**config.mk**
```make
export PLATFORM = sky130hd
export DESIGN_NAME = dual_addr_gen
export DESIGN_NICKNAME = d
export VERILOG_FILES = /design/src/rtl/agu_pkg.sv /design/src/rtl/agu_next.sv /design/src/rtl/agu_unit.sv /design/src/rtl/dual_addr_gen.sv
export SDC_FILE = /design/constraint.sdc
export NUM_CORES = 2
export LEC_CHECK = 0
export ABC_AREA = 0
export BUFFER_PORTS_ARGS = -buffer_cell sky130_fd_sc_hd__buf_2
export CORE_ASPECT_RATIO = 2
export CORE_MARGIN = 5
export CORE_UTILIZATION = 35
export DETAILED_ROUTE_END_ITERATION = 12
export GPL_TIMING_DRIVEN = 0
export PLACE_DENSITY_LB_ADDON = 0.3
export SKIP_LAST_GASP = 1
export SYNTH_ARGS = -nofsm -noshare
export SYNTH_HDL_FRONTEND = slang
export SYNTH_SLANG_ARGS = --single-unit
```
**constraint.sdc**
```tcl
create_clock -name clk -period 9.9 [get_ports clk]
set_clock_uncertainty 0.05 [all_clocks]
set_input_delay 1.98 -clock clk [delete_from_list [all_inputs] [get_ports clk]]
set_output_delay 1.98 -clock clk [all_outputs]
set_load 0.02 [all_outputs]
```
**src/rtl/agu_pkg.sv**
```systemverilog
package agu_pkg;
  parameter int MODE_W = 3;
  parameter int OFS_W  = 8;
  parameter int LEN_W  = 8;
  localparam int CTRL_W = MODE_W + OFS_W + LEN_W;

  typedef enum logic [MODE_W-1:0] {
    M_INC  = 3'd0,
    M_DEC  = 3'd1,
    M_OFS  = 3'd2,
    M_BLK  = 3'd3,
    M_RING = 3'd4
  } step_mode_e;

  typedef struct packed {
    logic [LEN_W-1:0]  len;
    logic [OFS_W-1:0]  ofs;
    logic [MODE_W-1:0] mode;
  } ptr_ctrl_t;
endpackage

```
**src/rtl/agu_next.sv**
```systemverilog
module agu_next
  import agu_pkg::*;
#(
  parameter int AW = 16
) (
  input  logic [AW-1:0] cur_i,
  input  ptr_ctrl_t     ctrl_i,
  input  logic [AW-1:0] ring_base_i,
  output logic [AW-1:0] nxt_o
);
  localparam int WW = AW + 2;

  logic signed [WW-1:0] step_w, sum_w, lo_w, hi_w, n_w, ring_w;
  logic [AW-1:0] blk_mask;

  always_comb begin
    step_w = {{(WW-OFS_W){ctrl_i.ofs[OFS_W-1]}}, ctrl_i.ofs};
    n_w    = {{(WW-LEN_W){1'b0}}, ctrl_i.len};
    sum_w  = {2'b00, cur_i} + step_w;
    lo_w   = {2'b00, ring_base_i};
    hi_w   = lo_w + n_w - WW'(1);

    if (ctrl_i.len >= LEN_W'(AW)) blk_mask = '1;
    else                          blk_mask = (AW'(1) << ctrl_i.len) - AW'(1);

    if (!ctrl_i.ofs[OFS_W-1] && (sum_w > hi_w))     ring_w = sum_w - n_w;
    else if (ctrl_i.ofs[OFS_W-1] && (sum_w < lo_w)) ring_w = sum_w + n_w;
    else                                            ring_w = sum_w;

    case (ctrl_i.mode)
      M_INC:   nxt_o = cur_i + AW'(1);
      M_DEC:   nxt_o = cur_i - AW'(1);
      M_OFS:   nxt_o = sum_w[AW-1:0];
      M_BLK:   nxt_o = (cur_i & ~blk_mask) | (sum_w[AW-1:0] & blk_mask);
      M_RING:  nxt_o = ring_w[AW-1:0];
      default: nxt_o = cur_i;
    endcase
  end
endmodule

```
**src/rtl/agu_unit.sv**
```systemverilog
module agu_unit
  import agu_pkg::*;
#(
  parameter int AW   = 16,
  parameter int NPTR = 3,
  localparam int IW  = $clog2(NPTR + 1)
) (
  input  logic          clk,
  input  logic          rst,
  input  logic [IW-1:0] sel_i,
  input  logic          upd_i,
  input  logic          ld_i,
  input  logic [IW-1:0] ld_idx_i,
  input  logic [AW-1:0] ld_val_i,
  input  logic          cfg_we_i,
  input  logic [IW-1:0] cfg_idx_i,
  input  ptr_ctrl_t     cfg_ctrl_i,
  input  logic [AW-1:0] cfg_base_i,
  output logic [AW-1:0] addr_o
);
  logic [AW-1:0] ptr_q  [NPTR];
  logic [AW-1:0] base_q [NPTR];
  ptr_ctrl_t     ctrl_q [NPTR];
  logic [AW-1:0] nxt_w  [NPTR];
  logic [AW-1:0] rd_w;

  for (genvar i = 0; i < NPTR; i++) begin : g_ptr
    agu_next #(.AW(AW)) u_next (
      .cur_i       (ptr_q[i]),
      .ctrl_i      (ctrl_q[i]),
      .ring_base_i (base_q[i]),
      .nxt_o       (nxt_w[i])
    );

    always_ff @(posedge clk) begin
      if (rst)                                ptr_q[i] <= '0;
      else if (ld_i && ld_idx_i == IW'(i))    ptr_q[i] <= ld_val_i;
      else if (upd_i && sel_i == IW'(i))      ptr_q[i] <= nxt_w[i];
    end

    always_ff @(posedge clk) begin
      if (rst) begin
        ctrl_q[i] <= '0;
        base_q[i] <= '0;
      end else if (cfg_we_i && cfg_idx_i == IW'(i)) begin
        ctrl_q[i] <= cfg_ctrl_i;
        base_q[i] <= cfg_base_i;
      end
    end
  end

  always_comb begin
    rd_w = '0;
    for (int i = 0; i < NPTR; i++)
      if (sel_i == IW'(i)) rd_w = ptr_q[i];
  end

  always_ff @(posedge clk) begin
    if (rst) addr_o <= '0;
    else     addr_o <= rd_w;
  end
endmodule

```
**src/rtl/dual_addr_gen.sv**
```systemverilog
module dual_addr_gen
  import agu_pkg::*;
#(
  parameter int AW   = 16,
  parameter int NPTR = 3,
  localparam int IW  = $clog2(NPTR + 1)
) (
  input  logic              clk,
  input  logic              rst,
  input  logic [IW-1:0]     x_sel,
  input  logic              x_upd,
  input  logic              x_ld,
  input  logic [IW-1:0]     x_ld_idx,
  input  logic [AW-1:0]     x_ld_val,
  input  logic              x_cfg_we,
  input  logic [IW-1:0]     x_cfg_idx,
  input  logic [CTRL_W-1:0] x_cfg_ctrl,
  input  logic [AW-1:0]     x_cfg_base,
  output logic [AW-1:0]     x_addr,
  input  logic [IW-1:0]     y_sel,
  input  logic              y_upd,
  input  logic              y_ld,
  input  logic [IW-1:0]     y_ld_idx,
  input  logic [AW-1:0]     y_ld_val,
  input  logic              y_cfg_we,
  input  logic [IW-1:0]     y_cfg_idx,
  input  logic [CTRL_W-1:0] y_cfg_ctrl,
  input  logic [AW-1:0]     y_cfg_base,
  output logic [AW-1:0]     y_addr
);
  localparam int NSIDE = 2;

  logic [NSIDE-1:0][IW-1:0]     sel_a, ldi_a, cfi_a;
  logic [NSIDE-1:0]             upd_a, ld_a, cwe_a;
  logic [NSIDE-1:0][AW-1:0]     ldv_a, cb_a, addr_a;
  logic [NSIDE-1:0][CTRL_W-1:0] cw_a;

  assign sel_a = {y_sel, x_sel};
  assign upd_a = {y_upd, x_upd};
  assign ld_a  = {y_ld, x_ld};
  assign ldi_a = {y_ld_idx, x_ld_idx};
  assign ldv_a = {y_ld_val, x_ld_val};
  assign cwe_a = {y_cfg_we, x_cfg_we};
  assign cfi_a = {y_cfg_idx, x_cfg_idx};
  assign cw_a  = {y_cfg_ctrl, x_cfg_ctrl};
  assign cb_a  = {y_cfg_base, x_cfg_base};

  for (genvar u = 0; u < NSIDE; u++) begin : g_side
    agu_unit #(.AW(AW), .NPTR(NPTR)) u_agu (
      .clk        (clk),
      .rst        (rst),
      .sel_i      (sel_a[u]),
      .upd_i      (upd_a[u]),
      .ld_i       (ld_a[u]),
      .ld_idx_i   (ldi_a[u]),
      .ld_val_i   (ldv_a[u]),
      .cfg_we_i   (cwe_a[u]),
      .cfg_idx_i  (cfi_a[u]),
      .cfg_ctrl_i (ptr_ctrl_t'(cw_a[u])),
      .cfg_base_i (cb_a[u]),
      .addr_o     (addr_a[u])
    );
  end

  assign x_addr = addr_a[0];
  assign y_addr = addr_a[1];
endmodule

```
==> flow_metrics.env <==
export IMPL_status="finished with violations"
export IMPL_violations="max-capacitance violations, max-slew violations"
export IMPL_gp_congestion=1.15
export IMPL_fin_nets=6052
export IMPL_seqPwrFrac=0.244
export IMPL_fin_util=0.387
export IMPL_rsz0062_at_grt="no"
export IMPL_remaining_drc_errors=0
export IMPL_synth_fa_ha_area_frac=0.198
export IMPL_syn_cell_area_sq_mm=0.0422
export IMPL_core_sq_mm=0.120
export IMPL_grt_use_total=0.296
export IMPL_firstDrtPassIters=8
export IMPL_port_buffers=153
export IMPL_p_per_area_mw_per_mm2=164
export IMPL_hold_class="reg2reg"
export IMPL_synth_seq_cells=338
export IMPL_hold_buffers=0
export IMPL_synth_distinct_cells=103
export IMPL_layout_commonest_cell="ha_1"
export IMPL_dp_hpwl_mm=161
export IMPL_cts_tree="built"
export IMPL_cts_htree_levels=2
export IMPL_clk_pin_slew_ns=0.07
export IMPL_hold_depth=2
export IMPL_syn_num_nets=5846
export IMPL_crit_type="reg2reg"
export IMPL_hold_start="g_side[1].u_agu.ptr_q[2][13]"
export IMPL_synthSimpleGateAreaFrac=0.183
export IMPL_synth_xor_area_frac=0.0577
export IMPL_synth_async_reset_ratio=0
export IMPL_final_cell_mix="ha_1 (618), inv_1 (476), a21oi_1 (411)"
export IMPL_finalWirelength_mm=198
export IMPL_r2r_cells=27
export IMPL_rr_startpoint="g_side[1].u_agu.ctrl_q[1][11]"
export IMPL_cts_setup_buffers=0
export IMPL_crit_arrival_ns=9.38
export IMPL_hold_viol=0
export IMPL_post_route_period_util=0.915
export IMPL_reg2reg_slack_ns=0.84
export IMPL_slew_headroom=-0.0349
export IMPL_r2r_end="g_side[1].u_agu.ptr_q[1][7]"
export IMPL_grt_use_met2=0.563
export IMPL_area_growth_pct=10.3
export IMPL_grt_antenna_before_repair=19
export IMPL_wl_per_cell_um=28.8
export IMPL_critPathMaxFanout=10
export IMPL_cts_sinks=338
export IMPL_p_clk_frac=0.207
export IMPL_total_power_w=0.00762
export IMPL_synth_enable_flop_cells=306
export IMPL_cts_max_path_buffers=3
export IMPL_grt_util_met1=0.225
export IMPL_power_switching_w=0.00359
export IMPL_worst_pin_slew_ns=1.55
export IMPL_end_kind="flip-flop"
export IMPL_synth_top_family_by_area="compound AO/OA/AOI/OAI gates"
export IMPL_grt_max_degree=36
export IMPL_grt_pass1_vias=42271
export IMPL_avgSynthCellArea_sq_um=8.31
export IMPL_initial_core_util=0.351
export IMPL_fin_tns_setup_ns=0
export IMPL_yosysWarnings=0
export IMPL_cts_buffers=38
export IMPL_worstSkewPairLatency_ns=0.62
export IMPL_ys_flop_type="edfxtp_1"
export IMPL_worst_setup_path_start_kind="flip-flop"
export IMPL_ys_seq_area_frac=0.233
export IMPL_synthCells=5076
export IMPL_cts_root_buffer="clkbuf_16"
export IMPL_gr_max_usage_layer="met2"
export IMPL_ioPinCount=154
export IMPL_worst_ir_drop_vdd_mv=0.123
export IMPL_min_to="g_side[1].u_agu.addr_o[13]"
export IMPL_cts_resized=0
export IMPL_p_int_w=0.00403
export IMPL_rows=180
export IMPL_via_per_inst=6.07
export IMPL_final_layout_size_suffix_gt1_frac=0.0644
export IMPL_synthMuxAreaShare=0.0328
export IMPL_drv_slew=7
export IMPL_synth_compound_area_share=0.239
export IMPL_drtIter0Drc=2627
export IMPL_fmax_ghz=0.110
export IMPL_total_leakage_power_nw=20.3
export IMPL_use_met3=0.0599
export IMPL_die_w_um=255
export IMPL_overflow=0
export IMPL_hold_worst_slack_ns=0.646
export IMPL_die_h_um=501
export IMPL_ant_nets=0
export IMPL_cp_required_ns=10.21
export IMPL_vias=41693
export IMPL_grt_pass1_wl_mm=278
export IMPL_drv_cap=2
export IMPL_swShare=0.471
export IMPL_fin_crit_ns=9.06
export IMPL_dieArea_sq_mm=0.128
export IMPL_p_comb_frac=0.550
export IMPL_setup_violations=0
[synth_stat cells (67+ instances only)]
library cell,instances,area (sq um)
mux2i_1,119,1190
xor2_1,102,893
a21o_1,117,878
and2_1,249,1560
o21ai_0,289,1450
nor3_1,129,646
inv_1,476,1790
ha_1,618,7730
nor2b_1,67,419
a21oi_1,411,2060
nand3_1,134,671
nor2_1,378,1420
nand2_1,269,1010
xnor2_1,176,1540
clkbuf_1,119,447
edfxtp_1,306,9190
[power by group through the flow]
stage / Sequential, W / Clock [W] / Combinational, W
2_1_floorplan: 0.00178 / 0 / 0.00277
3_3_place_gp: 0.00187 / 0 / 0.00397
3_5_place_dp: 0.00187 / 0 / 0.00406
4_1_cts: 0.00184 / 0.00159 / 0.00409
5_1_grt: 0.00185 / 0.00163 / 0.00455
6_report: 0.00186 / 0.00157 / 0.00419
[worst max path at each step]
| stage | slack, ns | depth (start not counted) | endpoint | from |
|---|---|---|---|---|
| 2_1_floorplan | 3.70 | 29 | g_side[1].u_agu.ptr_q[2][6] | g_side[1].u_agu.ctrl_q[2][11] |
| 3_3_place_gp | 0.17 | 27 | g_side[1].u_agu.ptr_q[1][7] | g_side[1].u_agu.ctrl_q[1][11] |
| 3_5_place_dp | 0.80 | 27 | g_side[1].u_agu.ptr_q[1][7] | g_side[1].u_agu.ctrl_q[1][11] |
| 4_1_cts | 0.79 | 27 | g_side[1].u_agu.ptr_q[1][7] | g_side[1].u_agu.ctrl_q[1][11] |
| 5_1_grt | 0.69 | 27 | g_side[1].u_agu.ptr_q[1][7] | g_side[1].u_agu.ctrl_q[1][11] |
| 6_report | 0.84 | 27 | g_side[1].u_agu.ptr_q[1][7] | g_side[1].u_agu.ctrl_q[1][11] |
[cells by family (layout without fill, tap and decap cells)]
logic type / after synthesis / count (layout)
buf+inv: 622 / 855
simple gates: 1524 / 1524
fa+ha+maj: 650 / 650
other cells: 0 / 16
flops: 338 / 338
mux: 135 / 135
xor+xnor: 278 / 278
compound gates: 1529 / 1529
[registers in the layout, summed over array words and instances (netlist names)]
register and count:
g_side.u_agu.ctrl_q 114, g_side.u_agu.base_q 96, g_side.u_agu.ptr_q 96, g_side.u_agu.addr_o 32
[metal layers]
metal  share of wire  wire length (um)  up-vias
li1                -                 -    19088
met1            0.27             53400    19645
met2            0.51            102000     1947
met3           0.060             11800     1003
met4            0.16             30700       10
met5         0.00034                67        -
[through the flow]
stage,instance area (sq um),std cells,worst slack (ns)
floorplan,42200,5076,3.70
global placement,44900,6776,0.171
detailed placement,45100,6789,0.799
CTS,46400,6856,0.788
global route,46500,6863,0.685
finish,46500,6872,0.839
[critical path: stages, from the launching register on]
cell and delay, ns:
edfxtp_1 0.51, clkbuf_1 0.27, inv_1 0.59, ha_1 0.26, inv_1 0.04, ha_1 0.22, fa_1 0.46, a21o_1 0.20
a41oi_1 0.30, nand3_1 0.18, a31o_2 0.29, a21o_1 0.22, a21oi_1 0.77, o21bai_1 0.24, a21o_1 0.23, a21oi_1 0.23
nand2_1 0.10, ha_1 0.34, nand4_1 0.13, o22ai_1 0.10, o22ai_2 0.54, a31o_2 0.51, a31oi_1 0.33, o21ai_0 0.61
buf_2 0.37, nand2_1 0.27, o21ai_0 0.30, o21ai_0 0.11
[layout make-up]
| class | count | area (sq um) |
|---|---|---|
| diodes | 16 | 40.0 |
| plain buffers | 145 | 583 |
| clock buffers | 45 | 1070 |
| clock inverters | 22 | 218 |
| fillers | 12455 | 73500 |
| inverters | 477 | 1790 |
| multi-input cells | 4116 | 30100 |
| flip-flops and latches | 338 | 9830 |
| well taps | 1547 | 1940 |
| repair buffers | 166 | 925 |
No activity file was read; power rests on OpenSTA's default activity.
